File: src/rtl/brg_pkg.sv
// Package: brg_pkg
// Shared constants for the baud rate generator: register addresses, field
// positions and the clock-mode divisor decode. Assumes an 8-bit write bus.
package brg_pkg;
    localparam int DATA_W   = 8;
    localparam int ADDR_W   = 3;
    localparam int TC_W     = 16;
    localparam int MAX_DIV  = 64;
    localparam int PRE_W    = $clog2(MAX_DIV);

    localparam logic [ADDR_W-1:0] A_TC_LO = 3'd0;
    localparam logic [ADDR_W-1:0] A_TC_HI = 3'd1;
    localparam logic [ADDR_W-1:0] A_MODE  = 3'd2;
    localparam logic [ADDR_W-1:0] A_CTRL  = 3'd3;
    localparam logic [ADDR_W-1:0] A_MASK  = 3'd4;
    localparam logic [ADDR_W-1:0] A_ACK   = 3'd5;

    typedef enum logic [1:0] {
        CM_X1  = 2'b00,
        CM_X16 = 2'b01,
        CM_X32 = 2'b10,
        CM_X64 = 2'b11
    } clk_mode_e;

    // Terminal value of the prescaler for a given clock mode (divisor - 1).
    function automatic logic [PRE_W-1:0] div_limit(input clk_mode_e m);
        case (m)
            CM_X16:  div_limit = PRE_W'(15);
            CM_X32:  div_limit = PRE_W'(31);
            CM_X64:  div_limit = PRE_W'(63);
            default: div_limit = '0;
        endcase
    endfunction
endpackage

File: src/rtl/brg_regs.sv
// Module: brg_regs
// Holds the software-visible configuration: time constant, clock mode,
// enable, source select and zero-count mask. It decodes the acknowledge
// write and the restart event (enable written 0 -> 1). Assumes one write
// per cycle.
module brg_regs
    import brg_pkg::*;
(
    input  logic              clk,
    input  logic              rst_n,
    input  logic              wr_en,
    input  logic [ADDR_W-1:0] wr_addr,
    input  logic [DATA_W-1:0] wr_data,
    output logic [TC_W-1:0]   tc,
    output clk_mode_e         mode,
    output logic              gen_en,
    output logic              src_sel,
    output logic              mask_zc,
    output logic              ack_wr,
    output logic              restart
);
    logic ctrl_wr;

    // Decode writes that act on the same cycle.
    always_comb begin
        ctrl_wr = wr_en && (wr_addr == A_CTRL);
        ack_wr  = wr_en && (wr_addr == A_ACK);
        restart = ctrl_wr && wr_data[0] && !gen_en;
    end

    // Configuration register file.
    always_ff @(posedge clk) begin
        if (!rst_n) begin
            tc      <= '0;
            mode    <= CM_X1;
            gen_en  <= 1'b0;
            src_sel <= 1'b0;
            mask_zc <= 1'b0;
        end else if (wr_en) begin
            case (wr_addr)
                A_TC_LO: tc[DATA_W-1:0]      <= wr_data;
                A_TC_HI: tc[TC_W-1:DATA_W]   <= wr_data;
                A_MODE:  mode                <= clk_mode_e'(wr_data[7:6]);
                A_CTRL: begin
                    gen_en  <= wr_data[0];
                    src_sel <= wr_data[1];
                end
                A_MASK:  mask_zc             <= wr_data[1];
                default: ;
            endcase
        end
    end
endmodule

File: src/rtl/brg_counter.sv
// Module: brg_counter
// Down-counter producing the square-wave bit clock. A restart loads TC+1
// and clears the output. Each zero count reloads TC+1 from the time
// constant held at that moment and toggles the output, so each half period
// is TC+2 ticks. Assumes tick is low whenever restart is high.
module brg_counter
    import brg_pkg::*;
(
    input  logic            clk,
    input  logic            rst_n,
    input  logic            tick,
    input  logic            restart,
    input  logic [TC_W-1:0] tc,
    output logic            zc_evt,
    output logic            rise_evt,
    output logic            bit_clk,
    output logic            zc_pulse
);
    localparam int CNT_W = TC_W + 1;

    logic [CNT_W-1:0] cnt;
    logic [CNT_W-1:0] reload;

    // Zero-count and rising-edge events for this cycle.
    always_comb begin
        reload   = {1'b0, tc} + CNT_W'(1);
        zc_evt   = tick && (cnt == '0);
        rise_evt = zc_evt && !bit_clk;
    end

    // Counter, output toggle and registered zero-count pulse.
    always_ff @(posedge clk) begin
        if (!rst_n) begin
            cnt      <= '0;
            bit_clk  <= 1'b0;
            zc_pulse <= 1'b0;
        end else begin
            zc_pulse <= zc_evt;
            if (restart) begin
                cnt     <= reload;
                bit_clk <= 1'b0;
            end else if (zc_evt) begin
                cnt     <= reload;
                bit_clk <= !bit_clk;
            end else if (tick) begin
                cnt     <= cnt - CNT_W'(1);
            end
        end
    end
endmodule

File: src/rtl/brg_rate_div.sv
// Module: brg_rate_div
// Divides the bit clock's rising edges by 1, 16, 32 or 64 according to
// the clock mode and emits a one-cycle baud tick. The prescaler clears on
// restart. Assumes the mode is changed only while the generator is idle.
module brg_rate_div
    import brg_pkg::*;
(
    input  logic      clk,
    input  logic      rst_n,
    input  logic      rise_evt,
    input  logic      restart,
    input  clk_mode_e mode,
    output logic      baud_tick
);
    logic [PRE_W-1:0] pre;
    logic [PRE_W-1:0] lim;
    logic             wrap;

    // Terminal detection for the selected divisor.
    always_comb begin
        lim  = div_limit(mode);
        wrap = (pre >= lim);
    end

    // Prescaler and registered baud tick.
    always_ff @(posedge clk) begin
        if (!rst_n || restart) begin
            pre       <= '0;
            baud_tick <= 1'b0;
        end else begin
            baud_tick <= rise_evt && wrap;
            if (rise_evt) begin
                pre <= wrap ? '0 : pre + PRE_W'(1);
            end
        end
    end
endmodule

File: src/rtl/brg_irq.sv
// Module: brg_irq
// Zero-count reporting: a sticky status flag set by every zero count and a
// pending interrupt set only when unmasked. An acknowledge clears both; a
// simultaneous event wins over the clear.
module brg_irq (
    input  logic clk,
    input  logic rst_n,
    input  logic zc_evt,
    input  logic mask_zc,
    input  logic ack_wr,
    output logic zc_seen,
    output logic irq_pend
);
    // Sticky status and pending request.
    always_ff @(posedge clk) begin
        if (!rst_n) begin
            zc_seen  <= 1'b0;
            irq_pend <= 1'b0;
        end else begin
            if (zc_evt)      zc_seen <= 1'b1;
            else if (ack_wr) zc_seen <= 1'b0;
            if (zc_evt && mask_zc) irq_pend <= 1'b1;
            else if (ack_wr)       irq_pend <= 1'b0;
        end
    end
endmodule

File: src/rtl/baud_gen.sv
// Module: baud_gen
// Top of the per-channel baud rate generator. It selects one of the source
// tick enables, runs the down-counter, divides its rising edges by the
// clock mode and reports zero counts. Single clock domain; the source
// ticks are enables, not clocks.
module baud_gen
    import brg_pkg::*;
#(
    parameter int NUM_SRC = 2
) (
    input  logic               clk,
    input  logic               rst_n,
    input  logic [NUM_SRC-1:0] src_tick,
    input  logic               wr_en,
    input  logic [ADDR_W-1:0]  wr_addr,
    input  logic [DATA_W-1:0]  wr_data,
    output logic               bit_clk,
    output logic               baud_tick,
    output logic               zc_pulse,
    output logic [DATA_W-1:0]  ext_status,
    output logic               irq
);
    localparam int SEL_W = (NUM_SRC > 1) ? $clog2(NUM_SRC) : 1;

    logic [TC_W-1:0] tc;
    clk_mode_e       mode;
    logic            gen_en;
    logic            src_sel;
    logic            mask_zc;
    logic            ack_wr;
    logic            restart;
    logic            tick;
    logic            zc_evt;
    logic            rise_evt;
    logic            zc_seen;

    brg_regs u_regs (
        .clk     (clk),
        .rst_n   (rst_n),
        .wr_en   (wr_en),
        .wr_addr (wr_addr),
        .wr_data (wr_data),
        .tc      (tc),
        .mode    (mode),
        .gen_en  (gen_en),
        .src_sel (src_sel),
        .mask_zc (mask_zc),
        .ack_wr  (ack_wr),
        .restart (restart)
    );

    // Source selection: the width picks a plain gate or an indexed mux.
    generate
        if (NUM_SRC == 1) begin : g_one_src
            logic unused_sel;
            always_comb begin
                unused_sel = src_sel;
                tick       = gen_en && src_tick[0];
            end
        end else begin : g_mux_src
            always_comb tick = gen_en && src_tick[SEL_W'(src_sel)];
        end
    endgenerate

    brg_counter u_cnt (
        .clk      (clk),
        .rst_n    (rst_n),
        .tick     (tick),
        .restart  (restart),
        .tc       (tc),
        .zc_evt   (zc_evt),
        .rise_evt (rise_evt),
        .bit_clk  (bit_clk),
        .zc_pulse (zc_pulse)
    );

    brg_rate_div u_div (
        .clk       (clk),
        .rst_n     (rst_n),
        .rise_evt  (rise_evt),
        .restart   (restart),
        .mode      (mode),
        .baud_tick (baud_tick)
    );

    brg_irq u_irq (
        .clk      (clk),
        .rst_n    (rst_n),
        .zc_evt   (zc_evt),
        .mask_zc  (mask_zc),
        .ack_wr   (ack_wr),
        .zc_seen  (zc_seen),
        .irq_pend (irq)
    );

    // Status byte: only the zero-count flag is populated.
    always_comb ext_status = {{(DATA_W-2){1'b0}}, zc_seen, 1'b0};
endmodule

File: config.mk
export PLATFORM = sky130hd
export DESIGN_NAME = baud_gen
export DESIGN_NICKNAME = d
export VERILOG_FILES = /design/src/rtl/brg_pkg.sv /design/src/rtl/brg_regs.sv /design/src/rtl/brg_counter.sv /design/src/rtl/brg_rate_div.sv /design/src/rtl/brg_irq.sv /design/src/rtl/baud_gen.sv
export SDC_FILE = /design/constraint.sdc
export NUM_CORES = 1
export LEC_CHECK = 0
export BUFFER_PORTS_ARGS = -buffer_cell sky130_fd_sc_hd__buf_2
export CAP_MARGIN = 5
export CORE_ASPECT_RATIO = 0.75
export CORE_UTILIZATION = 35
export CTS_CLUSTER_DIAMETER = 120
export DETAILED_ROUTE_END_ITERATION = 7
export PLACE_DENSITY = 0.59
export SKIP_LAST_GASP = 1
export SLEW_MARGIN = 5
export SYNTH_ARGS = -nofsm -noshare
export SYNTH_HDL_FRONTEND = slang
export SYNTH_HIERARCHICAL = 1
export SYNTH_SLANG_ARGS = --single-unit
File: constraint.sdc
create_clock -name clk -period 4.2 [get_ports clk]
set_clock_uncertainty 0.2 [all_clocks]
set_input_delay 0.42 -clock clk [delete_from_list [all_inputs] [get_ports clk]]
set_output_delay 0.42 -clock clk [all_outputs]
set_load 0.005 [all_outputs]
# == Word level (Yosys, flattened, before mapping) ==
# Cells that the tools add are included.
# classes
n_mux,10
n_lt_le_gt_ge,2
reduce_logical,24
bitwise,1
add_sub_neg,3
eq_ne,8
# ops
cell,count
2-to-1 mux 17 bit,3
case mux 6 bit (3 select lines),1
"adder 16 x 1 -> 17 bit, second input constant",1
logical NOT 17 bit,1
"subtractor 17 x 1 -> 17 bit, second input constant",1
AND reduction 2 bit,5
logical AND 1 bit,9
"adder 6 x 1 -> 6 bit, second input constant",1
"equality test 3 x 2 -> 1 bit, second input constant",2
"equality test 3 bit, second input constant",2
greater-or-equal comparator 6 bit,1
2-to-1 mux 6 bit,1
2-to-1 mux 1 bit,5
"equality test 2 bit, second input constant",2
nonzero test 2 bit,2
"equality test 3 x 1 -> 1 bit, second input constant",1
logical NOT 1 bit,3
logical NOT 3 bit,1
nonzero test 3 bit,1
"equality test 2 x 1 -> 1 bit, second input constant",1
"less-than comparator 1 x 2 -> 1 bit, second input constant",1
OR reduction 2 bit,1
logical OR 1 bit,1
NOT 1 bit,1
# word_totals
in_bits,16
ff_bits,49
out_inout_bits,12

# == Depth between registers and ports, before layout ==
# Gate-level depths: netlist of the first run.
# logic_depth
ltp_word,6
ltp_mapped,12
mapped_depth_nobuf,10

# == Modules after synthesis ==
# The synthesis of the first run kept the hierarchy.
# by_module_without_submodules
module,cells_per_inst,seq_area_each_um2,n_inst,area_each_um2
brg_counter,194,380.4,1,1467.7
brg_regs,83,420.4,1,843.3
brg_rate_div,41,140.1,1,375.4
baud_gen,11,0.0,1,80.1
brg_irq,7,40.0,1,71.3

# == Worst setup path before layout of the first run ==
# No wires, ideal clock.
# synth_path
path_type,input-to-reg
start,input src_tick[1]
end,register u_div.pre[5]
path_buffers,2
path_slack_ps,1605
required_ps,3871
t_arrival_ps,2266
cell_stages,12
cell_sequence,mux2i_1 > nor2b_1 > nor4b_2 > and3_1 > buf_2 > nand2_1 > nor2_1 > clkbuf_1 > nand4_1 > nor2_1 > xnor2_1 > nor3_1
# synth_via
elab_chain_len,5
# synth_lines
item,line,text
from (decl),baud_gen.sv:13,"input logic [NUM_SRC-1:0] src_tick,"
2-to-1 mux 1 bit (implied by the code) (2 in a row),baud_gen.sv:61,always_comb tick = gen_en && src_tick[SEL_W'(src_sel)];
logical AND 1 bit,baud_gen.sv:61,
via tick,baud_gen.sv:32,logic tick;
logical AND 1 bit,brg_counter.sv:27,zc_evt = tick && (cnt == '0);
logical AND 1 bit,brg_counter.sv:28,rise_evt = zc_evt && !bit_clk;
via rise_evt,baud_gen.sv:34,logic rise_evt;
to (signal assigned),brg_rate_div.sv:33,pre <= wrap ? '0 : pre + PRE_W'(1);
to (decl),brg_rate_div.sv:15,logic [PRE_W-1:0] pre;
# The timed path passes the listed nets, and every way through them passes these cells. The select of a mux whose other input is x is not followed.
# A chain may end at the register's enable or synchronous reset.

# == Worst setup path after layout of the first run ==
# layout_path
start,register u_regs.src_sel
end,register u_div.pre[5]
# layout_via
elab_chain_len,5
# layout_lines
item,line,text
from (decl),brg_regs.sv:17,"output logic src_sel,"
from (signal assigned),brg_regs.sv:46,src_sel <= wr_data[1];
2-to-1 mux 1 bit (implied by the code) (2 in a row),baud_gen.sv:61,
logical AND 1 bit,baud_gen.sv:61,
via tick,baud_gen.sv:32,
logical AND 1 bit,brg_counter.sv:27,
logical AND 1 bit,brg_counter.sv:28,
via rise_evt,baud_gen.sv:34,
# The timed path passes the listed nets, and every way through them passes these cells. The select of a mux whose other input is x is not followed.

==> results.py, run 1 <==
metrics = {
    "cells_and_area": {
        "area_growth_pct": 8.86,
        "final_util": 0.392,
        "final_common_cell": "nand2_1",
        "layout_common_cells": "52 x nand2_1, 49 x dfxtp_1, 26 x mux2i_1",
        "fillers": 795,
        "ff_latch_area_um2": 981,
        "drive_gt1_frac": 0.137,
        "n_antenna_cell": 0,
        "multi_input_area_mm2": 0.00171,
        "fin_nets": 372,
        "instances_no_fill": 455,
    },
    "setup_path": {
        "crit_start": "u_regs/src_sel",
        "worst_setup_path_start_kind": "flip-flop",
        "path_max_fanout": 7,
        "worstReg2RegEnd": "u_div/pre[5]",
        "max_stage_delay_ns": 0.44,
        "required_ns": 4.18,
        "cp-end-kind": "flip-flop",
        "ff2ff_path_depth": 9,
        "reg2reg_from": "u_regs/src_sel",
        "rrSetupSlack_ns": 1.05,
        "critical_path.endpoint": "u_div/pre[5]",
        "crit_slowest_cell": "nor2_1",
        "critical_path_class": "flip-flop to flip-flop",
        "crit_chain": "mux2i_1, nor2b_1, nor4b_2, and3_1, nand2_1, nor2_1, nand3_1, o22ai_2, nor3_1",
        "worstPathArrival_ns": 3.13,
    },
    "timing": {
        "fin_setup_tns_ns": 0,
        "post-route-period-util": 0.750,
        "achievable-frequency_mhz": 318,
        "fin_crit_ns": 3.15,
        "worst_pin_slew_ns": 0.826,
        "rsz0062_at_grt": "false",
        "hold_violations": 0,
        "setup_viol": 0,
        "slew_violations": 0,
        "fin_ws_ns": 1.05,
        "slew_headroom": 0.449,
    },
    "global_route": {
        "grt_pass1_vias": 2309,
        "track_usage": 0.171,
        "grt_max_degree": 46,
        "grt_pass1_wl_um": 11400,
        "antenna_found_initial": 0,
        "grt_overflow": 0,
    },
    "clock_network": {
        "cts.sinks": 49,
        "clkTransAtPathRegs_ns": 0.09,
        "clock_latency_ns": 0.30,
        "cts_buffers": 5,
        "postCtsHoldBufs": 0,
        "cts_tree": "done",
        "cts-htree-levels": 2,
        "clk_path_buf_depth": 2,
        "cts-root-buf": "clkbuf_8",
        "post_cts_resized": 0,
        "post_cts_buffers": 0,
    },
    "synthesis": {
        "yosysTopAreaCell": "dfxtp_1",
        "ys_types": 58,
        "synth-seq-cells": 49,
        "synthesis.area_mm2": 0.00284,
        "synth-edff-count": 0,
        "synth.avg_cell_area_um2": 8.45,
        "yosysTopAreaCellShare": 0.346,
        "synth-async-reset-ratio": 0,
        "synthTopCellsByArea": "dfxtp_1 35%, mux2i_1 9.2%, nand2_1 6.9%, xor2_1 3.7%, ha_1 3.1%",
        "synth_warnings": 6,
        "synth_ff_type": "dfxtp_1",
        "ys_seq_area_frac": 0.346,
        "syn-instance-count": 336,
    },
    "floorplan": {
        "io_pins": 28,
        "rows": 28,
        "dieArea_mm2": 0.00848,
        "dieHeight_um": 80.0,
        "initial_core_util": 0.360,
        "core_area_mm2": 0.00788,
        "die_w_um": 106,
    },
    "placed_design": {
        "dp_hpwl_um": 4910,
        "dp.cells": 447,
        "portBuffers": 20,
        "place_ws_ns": 0.962,
        "place.gp.congestion": 0.870,
    },
    "drt": {
        "ant_nets": 0,
        "first_pass_iters": 4,
        "vias_per_cell": 5.35,
        "drt-initial-drc-count": 155,
        "drc_errors": 0,
        "wire_per_inst_um": 14.7,
        "vias": 2435,
        "wl_um": 6700,
    },
    "outcome": {
        "status": "finished clean",
    },
    "pwr": {
        "p_total_uw": 953,
        "irDropWorstVdd_v": 0.000134,
        "power_density_mw_per_mm2": 308,
        "p_leak_nw": 1.24,
    },
    "job": {
        "drv_cap": 0,
    },
    "min_path": {
        "hp-class": "input port to flip-flop",
    },
}
## how the worst min path moves through the flow
stage / startpoint / end / slack, ns / cells past startpoint
floorplan: u_regs/mask_zc / u_regs/mask_zc / 0.23 / 2
global placement: u_regs/mask_zc / u_regs/mask_zc / 0.26 / 2
detailed placement: u_regs/mask_zc / u_irq/irq_pend / 0.26 / 2
CTS: wr_data[4] / u_regs/tc[12] / 0.19 / 3
global route: wr_data[4] / u_regs/tc[12] / 0.21 / 3
finish: wr_data[4] / u_regs/tc[12] / 0.21 / 3
## per-layer routing
metal  vias to the layer above  global-route usage  share of wire
li1                       1219                   -              -
met1                      1149               0.239           0.53
met2                        62               0.265           0.41
met3                         5              0.0376          0.051
met4                         0              0.0403         0.0073
met5                         -                   0              0
## cells in the mapped netlist (2+ instances only)
cell type	number
nor3_1	15
o311ai_0	2
buf_2	5
o221a_2	2
nand2b_1	2
nor2_1	23
inv_1	10
nand3_1	15
nand4b_1	2
and3_1	3
o22ai_1	2
nor2b_1	5
o21ai_0	6
clkbuf_1	7
xnor2_1	8
o21a_1	2
and4bb_2	3
nor4_1	5
a21oi_1	9
a21o_1	4
nand2_1	52
buf_6	2
ha_1	7
nor3b_1	4
mux2i_1	26
or4_1	2
o31ai_1	2
or3_1	2
xor2_1	12
dfxtp_1	49
buf_4	8
nand4_1	8
or2_2	3
o32ai_1	2
o211ai_1	3
nor4b_1	2
## state kept, by name, indices dropped and copies added, names as in the netlist
name and cells:
u_div/baud_tick 1, u_regs/mask_zc 1, u_cnt/bit_clk 1, u_cnt/cnt 17, u_regs/mode 2, u_cnt/zc_pulse 1, u_regs/src_sel 1, u_irq/zc_seen 1
u_regs/tc 16, u_irq/irq_pend 1, u_regs/gen_en 1, u_div/pre 6
## where the power goes
part           switching [mW]  internal (mW)
combinational          0.0694         0.0457
sequential             0.0130          0.475
clock                   0.155          0.194
## final cells by class
cell class | count | share of cell area
clock inverters | 1 | 0.00972
multi-input cells | 261 | 0.553
clock buffers | 7 | 0.0279
repair buffers | 22 | 0.0373
inverters | 10 | 0.0122
well taps | 105 | 0.0425
flip-flops and latches | 49 | 0.318
## logic make-up after synthesis
kind of cell	share of synthesized area
AOI/OAI and AO/OA	0.118
xor gates and xnor gates	0.0617
adders and majority gates	0.0309
buffers and inverters	0.0604
DFF	0.346
muxes	0.0957
other	0.00132
and+or+nand+nor	0.287
## worst max-delay path: cells and delay by family (launching register included)
kind	cells	cell delay [ns]
and+or+nand+nor	7	2.05
DFF	1	0.33
AOI/OAI and AO/OA	1	0.32
muxes	1	0.12
## per-stage QoR
| step | instance area [µm²] | hold slack (ns) |
|---|---|---|
| after floorplan | 2860 | 0.235 |
| after CTS | 3090 | 0.194 |
| final | 3090 | 0.210 |
| after detailed placement | 2970 | 0.262 |
| after global placement | 2970 | 0.256 |
| after global routing | 3090 | 0.207 |
Note: power is estimated with default switching activity, not from simulation.
==> run 2: changes to the inputs <==
Clock period 4.2 ns to 3.3 ns, I/O delays scaled along.
==> run 2 against run 1 <==
  * First-iteration DRC count increased by 46%
  * Flip-flop and latch count is the same
  * Clock-buffer cell count is 1 lower
  * Core utilization rose by 0.33 points
  * Cell area grew 0.85%
==> results.py, run 2 (synthesized netlist as in run 1, its figures left out) <==
metrics = {
    "pwr": {
        "p_total_mw": 1.23,
        "power_density_mw_per_mm2": 394,
        "irDropWorstVdd_v": 0.000184,
        "p_leak_nw": 1.25,
    },
    "placed_design": {
        "portBuffers": 20,
        "place_ws_ns": 0.456,
        "place.gp.congestion": 0.903,
        "dp_hpwl_um": 5080,
    },
    "drt": {
        "wl_um": 6780,
        "drt-initial-drc-count": 227,
        "first_pass_iters": 4,
        "wl_met3_um": 479,
        "wl_met2_um": 2760,
        "ant_nets": 0,
        "vias_per_cell": 5.29,
        "top_layer": "met4",
        "drc_errors": 0,
        "met1_length_um": 3470,
        "vias": 2423,
        "wire_per_inst_um": 14.8,
    },
    "clock_network": {
        "cts.sinks": 49,
        "clkTransAtPathRegs_ns": 0.10,
        "postCtsHoldBufs": 0,
        "clock_latency_ns": 0.31,
        "cts-root-buf": "clkbuf_8",
        "cts-htree-levels": 2,
        "cts_buffers": 5,
        "post_cts_buffers": 0,
        "cts_tree": "done",
        "post_cts_resized": 0,
        "clk_path_buf_depth": 2,
    },
    "cells_and_area": {
        "fin_nets": 375,
        "area_growth_pct": 9.79,
        "final_common_cell": "nand2_1",
        "multi_input_area_mm2": 0.00171,
        "final_util": 0.395,
        "top_register": "u_cnt/cnt",
        "reg_top3": "u_cnt/cnt (17), u_regs/tc (16), u_div/pre (6)",
        "ff_latch_area_um2": 981,
        "drive_gt1_frac": 0.147,
        "fillers": 817,
        "n_antenna_cell": 0,
        "layout_common_cells": "52 x nand2_1, 49 x dfxtp_1, 26 x mux2i_1",
        "largest_register_ffs": 17,
    },
    "timing": {
        "achievable-frequency_mhz": 348,
        "fin_ws_ns": 0.428,
        "post-route-period-util": 0.870,
        "fin_crit_ns": 2.87,
        "slew_headroom": 0.571,
        "rsz0062_at_grt": "false",
        "fin_setup_tns_ns": 0,
        "slew_violations": 0,
        "hold_violations": 0,
        "setup_viol": 0,
        "worst_pin_slew_ns": 0.641,
        "holdWs_ns": 0.0790,
    },
    "global_route": {
        "grt_pass1_wl_um": 11200,
        "grt_max_degree": 40,
        "antenna_found_initial": 0,
        "track_usage": 0.171,
        "grt_overflow": 0,
        "grt_pass1_vias": 2239,
    },
    "floorplan": {
        "dieHeight_um": 80.0,
        "rows": 28,
        "dieArea_mm2": 0.00848,
        "initial_core_util": 0.360,
        "die_w_um": 106,
        "io_pins": 28,
        "core_area_mm2": 0.00788,
    },
    "min_path": {
        "hp-class": "input port to flip-flop",
    },
    "setup_path": {
        "reg2reg_from": "u_regs/src_sel",
        "rrSetupSlack_ns": 0.43,
        "ff2ff_path_depth": 9,
        "worst_setup_path_start_kind": "flip-flop",
        "cp-end-kind": "flip-flop",
        "critical_path.endpoint": "u_div/baud_tick",
        "critical_path_class": "flip-flop to flip-flop",
        "worstPathArrival_ns": 2.92,
        "crit_start": "u_regs/src_sel",
        "required_ns": 3.34,
        "worstReg2RegEnd": "u_div/baud_tick",
        "path_max_fanout": 7,
    },
    "job": {
        "drv_cap": 0,
    },
    "outcome": {
        "status": "finished clean",
    },
}
[run 2: worst min-delay path by stage]
stage	start	end	slack, ns	cells after the start
global placement	u_regs/mask_zc	u_irq/irq_pend	0.25	2
floorplan	u_regs/mask_zc	u_regs/mask_zc	0.23	2
global route	wr_data[4]	u_regs/tc[4]	0.09	3
detailed placement	u_regs/mask_zc	u_irq/irq_pend	0.26	2
finish	wr_data[4]	u_regs/tc[12]	0.08	3
CTS	wr_data[4]	u_regs/tc[12]	0.07	3
[run 2: power breakdown]
group | internal [mW] | total (mW) | switching, mW
clock | 0.247 | 0.458 | 0.211
combinational | 0.0609 | 0.150 | 0.0888
sequential | 0.605 | 0.621 | 0.0169
[run 2: per-stage QoR]
stage | std cells | cell area, µm²
6_report | 458 | 3120
5_1_grt | 458 | 3120
4_1_cts | 458 | 3120
3_5_place_dp | 450 | 3000
3_3_place_gp | 450 | 3000
2_1_floorplan | 342 | 2860
[run 2: critical path, stage by stage (launching register included)]
cell     delay, ns
dfxtp_1       0.34
mux2i_1       0.12
nor2b_1       0.23
nor4b_2       0.33
and3_1        0.36
nand2_1       0.15
nor2_1        0.40
nand3_1       0.16
o22ai_2       0.33
nor2b_1       0.17
[run 2: cell type report]
cell class | instances | area share
multi-input cells | 261 | 0.548
repair buffers | 25 | 0.0442
flip-flops and latches | 49 | 0.315
inverters | 10 | 0.0120
well taps | 105 | 0.0422
clock buffers | 6 | 0.0265
clock inverters | 2 | 0.0120
[run 2: per-layer routing]
metal,up-vias,track usage
met1,1117,0.237
met4,0,0.0597
met5,-,0
met2,82,0.254
li1,1216,-
met3,8,0.0465
